`src/rtl/rst_cause_pkg.sv`:
```
package rst_cause_pkg;
  // Bit order matches status byte [7:4]
  typedef struct packed {
    logic por;
    logic stp;
    logic wdt;
    logic ext;
  } cause_t;

  localparam int unsigned NFLAG = 4;
  localparam int unsigned B_POR = 3;
  localparam int unsigned B_STP = 2;
  localparam int unsigned B_WDT = 1;
  localparam int unsigned B_EXT = 0;

  function automatic logic [7:0] cause_byte(cause_t c);
    return {c, 4'b0000};
  endfunction
endpackage

```
`src/rtl/rst_pin_filter.sv`:
```
module rst_pin_filter #(
  parameter int unsigned MIN_W = 4,
  parameter int unsigned SYNC  = 2
) (
  input  logic clk_i,
  input  logic rst_ni,
  input  logic pin_ni,
  output logic evt_o
);
  localparam int unsigned CW = $clog2(MIN_W + 1);
  localparam logic [CW-1:0] LIM    = CW'(MIN_W);
  localparam logic [CW-1:0] LIM_M1 = CW'(MIN_W - 1);

  logic [SYNC-1:0] sync_q;
  logic [CW-1:0]   cnt_q;
  logic            evt_q;
  logic            low;

  always_ff @(posedge clk_i or negedge rst_ni) begin
    if (!rst_ni) sync_q <= '1;
    else         sync_q <= {sync_q[SYNC-2:0], pin_ni};
  end

  assign low = ~sync_q[SYNC-1];

  always_ff @(posedge clk_i or negedge rst_ni) begin
    if (!rst_ni) begin
      cnt_q <= '0;
      evt_q <= 1'b0;
    end else begin
      evt_q <= low && (cnt_q == LIM_M1);
      if (!low)             cnt_q <= '0;
      else if (cnt_q < LIM) cnt_q <= cnt_q + 1'b1;
    end
  end

  assign evt_o = evt_q;

  // one event per qualifying low period
  a_r7_single_pulse: assert property (@(posedge clk_i) disable iff (!rst_ni)
    evt_q |=> !evt_q);
  // a high synchronised pin never yields an event
  a_r7_high_blocks: assert property (@(posedge clk_i) disable iff (!rst_ni)
    !low |=> !evt_q);
endmodule

```
`src/rtl/rst_cause_flags.sv`:
```
module rst_cause_flags
  import rst_cause_pkg::*;
(
  input  logic   clk_i,
  input  logic   rst_ni,
  input  logic   por_i,
  input  logic   wdt_i,
  input  logic   smr_i,
  input  logic   ext_i,
  input  logic   stop_i,
  input  logic   rd_clr_i,
  output cause_t flags_o
);
  logic [NFLAG-1:0] q, d, set_v, clr_v;
  logic recov_pin, wdt_stop, wdt_run;

  assign recov_pin = smr_i | (ext_i & stop_i);
  assign wdt_stop  = wdt_i & stop_i;
  assign wdt_run   = wdt_i & ~stop_i;

  always_comb begin
    set_v = '0;
    clr_v = '0;
    clr_v[B_POR] = wdt_i | recov_pin;
    set_v[B_STP] = wdt_stop | recov_pin;
    clr_v[B_STP] = wdt_run;
    set_v[B_WDT] = wdt_i;
    clr_v[B_WDT] = recov_pin;
    set_v[B_EXT] = ext_i;
  end

  // Events win over read-clear; sets win over clears
  for (genvar i = 0; i < NFLAG; i++) begin : g_flag
    always_comb begin
      if (por_i)                    d[i] = (i == B_POR);
      else if (set_v[i])            d[i] = 1'b1;
      else if (clr_v[i] | rd_clr_i) d[i] = 1'b0;
      else                          d[i] = q[i];
    end
  end

  always_ff @(posedge clk_i or negedge rst_ni) begin
    if (!rst_ni) q <= 4'b1000;
    else         q <= d;
  end

  assign flags_o = cause_t'(q);

  a_r3_por_only: assert property (@(posedge clk_i) disable iff (!rst_ni)
    por_i |=> (q == 4'b1000));
  a_r4_wdt_run: assert property (@(posedge clk_i) disable iff (!rst_ni)
    (wdt_i && !stop_i && !por_i && !recov_pin) |=> (q[B_WDT] && !q[B_STP] && !q[B_POR]));
  a_r5_wdt_stop: assert property (@(posedge clk_i) disable iff (!rst_ni)
    (wdt_i && stop_i && !por_i) |=> (q[B_WDT] && q[B_STP] && !q[B_POR]));
  a_r6_smr: assert property (@(posedge clk_i) disable iff (!rst_ni)
    (smr_i && !por_i && !wdt_i) |=> (q[B_STP] && !q[B_WDT] && !q[B_POR]));
  a_r9_event_beats_clear: assert property (@(posedge clk_i) disable iff (!rst_ni)
    (rd_clr_i && wdt_i && !por_i) |=> q[B_WDT]);
  a_r2_clear: assert property (@(posedge clk_i) disable iff (!rst_ni)
    (rd_clr_i && !por_i && !wdt_i && !smr_i && !ext_i) |=> (q == '0));
endmodule

```
`src/rtl/rst_cause_reg.sv`:
```
module rst_cause_reg
  import rst_cause_pkg::*;
#(
  parameter int unsigned AW        = 4,
  parameter logic [AW-1:0] STAT_ADDR = '0,
  parameter int unsigned MIN_W     = 4,
  parameter int unsigned SYNC      = 2
) (
  input  logic          clk_i,
  input  logic          rst_ni,
  input  logic          por_evt_i,
  input  logic          wdt_evt_i,
  input  logic          smr_evt_i,
  input  logic          stop_i,
  input  logic          ext_rst_ni,
  input  logic [AW-1:0] addr_i,
  input  logic          rd_i,
  input  logic          wr_i,
  input  logic [7:0]    wdata_i,
  output logic [7:0]    rdata_o,
  output logic [7:0]    wdt_ctl_o,
  output logic          wdt_ctl_wr_o
);
  logic   hit, rd_hit, wr_hit, ext_evt;
  cause_t flags;

  assign hit    = (addr_i == STAT_ADDR);
  assign rd_hit = rd_i & hit;
  assign wr_hit = wr_i & hit;

  rst_pin_filter #(.MIN_W(MIN_W), .SYNC(SYNC)) u_filt (
    .clk_i (clk_i),
    .rst_ni(rst_ni),
    .pin_ni(ext_rst_ni),
    .evt_o (ext_evt)
  );

  rst_cause_flags u_flags (
    .clk_i   (clk_i),
    .rst_ni  (rst_ni),
    .por_i   (por_evt_i),
    .wdt_i   (wdt_evt_i),
    .smr_i   (smr_evt_i),
    .ext_i   (ext_evt),
    .stop_i  (stop_i),
    .rd_clr_i(rd_hit),
    .flags_o (flags)
  );

  assign rdata_o      = rd_hit ? cause_byte(flags) : 8'h00;
  assign wdt_ctl_o    = wdata_i;
  assign wdt_ctl_wr_o = wr_hit;

  // a control write leaves the flags untouched
  a_r8_wr_keeps: assert property (@(posedge clk_i) disable iff (!rst_ni)
    (wr_hit && !rd_i && !por_evt_i && !wdt_evt_i && !smr_evt_i && !ext_evt)
      |=> $stable(flags));
  // reads elsewhere do not clear
  a_r2_other_addr: assert property (@(posedge clk_i) disable iff (!rst_ni)
    (rd_i && !hit && !por_evt_i && !wdt_evt_i && !smr_evt_i && !ext_evt)
      |=> $stable(flags));
  // filtered pin event sets its flag
  a_r7_ext_sets: assert property (@(posedge clk_i) disable iff (!rst_ni)
    (ext_evt && !por_evt_i) |=> flags.ext);
endmodule

```
`config.mk`:
```
export PLATFORM = sky130hd
export DESIGN_NAME = rst_cause_reg
export DESIGN_NICKNAME = d
export VERILOG_FILES = /design/src/rtl/rst_cause_pkg.sv /design/src/rtl/rst_pin_filter.sv /design/src/rtl/rst_cause_flags.sv /design/src/rtl/rst_cause_reg.sv
export SDC_FILE = /design/constraint.sdc
export NUM_CORES = 1
export LEC_CHECK = 0
export BUFFER_PORTS_ARGS = -buffer_cell sky130_fd_sc_hd__buf_2
export CAP_MARGIN = 10
export CORE_UTILIZATION = 37
export CTS_BUF_LIST = sky130_fd_sc_hd__clkbuf_2 sky130_fd_sc_hd__clkbuf_4 sky130_fd_sc_hd__clkbuf_8
export CTS_CLUSTER_DIAMETER = 120
export CTS_CLUSTER_SIZE = 28
export DETAILED_ROUTE_END_ITERATION = 10
export PLACE_DENSITY = 0.87
export RECOVER_POWER = 100
export SLEW_MARGIN = 20
export SYNTH_ARGS = -nofsm -noshare
export SYNTH_HDL_FRONTEND = slang
export SYNTH_SLANG_ARGS = --single-unit
```
`constraint.sdc`:
```
create_clock -name clk_i -period 1.1 [get_ports clk_i]
set_clock_uncertainty 0.05 [all_clocks]
set_input_delay 0.055 -clock clk_i [delete_from_list [all_inputs] [get_ports clk_i]]
set_output_delay 0.055 -clock clk_i [all_outputs]
set_load 0.02 [all_outputs]
```
==> implementation parameters <==
Parameter                              Value

Run status
  Outcome    finished with violations
  Failing checks    negative setup slack

Global routing
  First-pass GRT wire length    1240 um
  Antenna violations before repair    0
  Largest net degree at the start of global routing    11
  Total Routing Usage GR    0.120
  Via count of the first global-routing pass    344
  Global-route congestion overflow total    0

CTS
  CTS tree    done
  Reg clk slew, reported paths    60 ps
  Clock insertion delay at the later pin of the skew report    260 ps
  CTS sink cnt    10
  TritonCTS buffer count    3
  # H-tree levels    1
  Root buffer cell    sky130_fd_sc_hd__clkbuf_4
  Buffer levels on the longest clock path    2

Synth
  Synth unique cells    20
  Cell types with the largest area share after synthesis    sky130_fd_sc_hd__dfrtp_1 32%, sky130_fd_sc_hd__buf_4 16%, sky130_fd_sc_hd__dfstp_2 14%
  Top-count cell post-synth    sky130_fd_sc_hd__buf_4
  Post-synth EDFFs    0
  Proportion of netlist area held by the largest area contributor    0.319
  Synth Area per Inst    10.6 sq um
  Cell taking the most area after synthesis    sky130_fd_sc_hd__dfrtp_1
  Instance count of the mapped netlist    52
  Number of warnings issued by yosys    0
  Mapped cell area    549 sq um
  Most used flip-flop cell after synthesis    sky130_fd_sc_hd__dfrtp_1
  Commonest cells in the synthesized netlist    12 x sky130_fd_sc_hd__buf_4, 7 x sky130_fd_sc_hd__dfrtp_1, 4 x sky130_fd_sc_hd__a21oi_1, 4 x sky130_fd_sc_hd__and3_1, 4 x sky130_fd_sc_hd__inv_1
  Sequential area share after synthesis    0.462
  Share of flip-flops with an asynchronous set or reset after synthesis    1.00
  Synthesis-stage register bit count    10

STA
  Timing-limited maximum frequency    859 MHz
  Final Max Tran Viols    0
  Rel. slew slack    0.638
  Worst Tran Pin Value    543 ps
  Share of the clock period used by the worst path    1.06
  Final setup violation count    1
  Final Critical Period    1160 ps
  Total negative slack for setup checks    -64.6 ps
  Number of hold-slack violations in the final timing report    0
  RSZ-0062 raised after global routing    true
  Hold slack    18.2 ps
  Post-layout worst setup margin    -64.6 ps

Finish
  Total area of sequential cells    254 sq um
  Area growth from synthesis to final layout    23.5%
  Diode count    0
  Layout filler cell count    124
  Post-layout instance area    678 sq um
  Multi-input logic area    225 sq um
  Share of the core filled with cells in the final layout    0.508
  # nets final    93
  Fraction of final layout cells sized beyond drive strength 1    0.478

Drt
  Detailed-router iteration count before antenna repair    1
  Total routed wirelength    989 um
  Total vias in the final route    413
  Antenna violation net count after detailed routing    0
  Total DRC errors in the routed layout    0
  Routed wire per std cell    11.8 um
  Average vias per placed instance    4.92
  Count of routing violations after the opening detailed-route iteration    0

Worst setup path
  Sort of element at the end of the critical path    output port
  Critical path arrival    1060 ps
  Endpoint required time on the critical path    1000 ps
  Worst Path Class, Setup    reg2out
  Startpoint class of the critical path    flop
  Biggest fanout along the worst timing path    2

Power
  Max IR drop VDD    731 uV
  Leakage power figure    0.347 nW
  Clock power share    0.263
  Sequential Power Share    0.471
  Relative contribution of combinational cells to total power    0.266
  Net Sw Frac    0.290
  PD cells    1530 mW/mm^2
  Internal power component    0.000738 W
  Sw Pwr    0.000301 W

Hold path
  Kind of path behind the tightest hold check    in2reg

Floorplanning
  Core Rows    13
  Total die area    0.00164 sq mm
  Y dimension of the die    40.5 um
  Core region area    0.00133 sq mm
  Die boundary width    40.5 um
  Initial core utilization    0.412
  Top-level port count    38

Placed design
  Post-DP HPWL    726 um
  RD Place Congestion    0.646
  Number of buffer cells added on primary ports    17
  Cell area reported after detailed placement    582 sq um

Job
  Number of maximum-capacitance constraint violations    0
==> path summary, 6_finish.rpt <==
check	from	endpoint	slack [ps]	cells past startpoint
max	u_flags.flags_o[3]	rdata_o[7]	-60	2
min	wdt_evt_i	u_flags.flags_o[2]	20	3
max reg2reg	u_filt.evt_o	u_flags.flags_o[1]	30	3
min reg2reg	u_filt.sync_q[0]	u_filt.sync_q[1]	310	0
max in group asynchronous	rst_ni	u_filt.sync_q[1]	380	2
min in group asynchronous	rst_ni	u_filt.cnt_q[1]	240	2
==> placed cells by master (no fill, tap or decap), types with 3 or more instances in the layout <==
| cell type | n |
|---|---|
| sky130_fd_sc_hd__inv_1 | 4 |
| sky130_fd_sc_hd__and3_1 | 3 |
| sky130_fd_sc_hd__dfstp_2 | 3 |
| sky130_fd_sc_hd__clkbuf_4 | 4 |
| sky130_fd_sc_hd__buf_2 | 15 |
| sky130_fd_sc_hd__conb_1 | 4 |
| sky130_fd_sc_hd__a21oi_1 | 3 |
| sky130_fd_sc_hd__dfrtp_1 | 7 |
| sky130_fd_sc_hd__dlygate4sd3_1 | 3 |
==> power by group through the flow <==
stage | logic, W | registers (W) | clock network, W
detailed placement | 0.000206 | 0.000495 | 0
global placement | 0.000188 | 0.000491 | 0
global route | 0.000319 | 0.000496 | 0.000310
CTS | 0.000262 | 0.000491 | 0.000287
finish | 0.000277 | 0.000489 | 0.000273
floorplan | 0.000195 | 0.000483 | 0
==> worst max-delay path: stages (launching register included) <==
cell and delay (ps):
sky130_fd_sc_hd__dfstp_2 530, sky130_fd_sc_hd__and3_4 170, sky130_fd_sc_hd__buf_6 110
==> routing by layer <==
layer | track usage | share of wire | up-vias
li1 | - | - | 196
met3 | 0.0389 | 0.082 | 0
met4 | 0.0583 | 0 | 0
met1 | 0.104 | 0.37 | 193
met5 | 0 | 0 | -
met2 | 0.238 | 0.55 | 24
==> logic make-up after synthesis <==
| family | share of synthesized area |
|---|---|
| buffers and inverters | 0.191 |
| and+or+nand+nor | 0.139 |
| DFF | 0.462 |
| AOI/OAI and AO/OA | 0.121 |
| adders and majority gates | 0.0456 |
| other | 0.00683 |
| xor gates and xnor gates | 0.0159 |
| muxes | 0.0182 |
==> area by class of cell <==
type                       count  area share
sequential                    10       0.375
multi-input combinational     29       0.332
timing repair buffer          22       0.199
clock buffer                   4      0.0443
tap                           15      0.0277
inverter                       4      0.0221
==> registers in the layout, summed over array words and instances (netlist names) <==
name and count:
u_filt.evt_o 1, u_filt.cnt_q 3, u_filt.sync_q 2, u_flags.flags_o 4
==> stage by stage <==
stage	std cells	total power [W]	worst slack [ps]
after floorplan	55	0.000679	31.8
after global routing	84	0.00113	-111
final	84	0.00104	-64.6
after global placement	76	0.000679	-26.8
after CTS	83	0.00104	-56.0
after detailed placement	76	0.000701	-66.4
==> repair_timing <==
item                                    CTS  global route
cloned                                    0             0
endpoints found under the setup margin    2             4
pin swaps                                 1             1
resized for setup                         4             3
buffers inserted                          0             1
hold endpoints to repair                 14             0
hold buffers                              3             0
No activity file was read; power rests on OpenSTA's default activity.
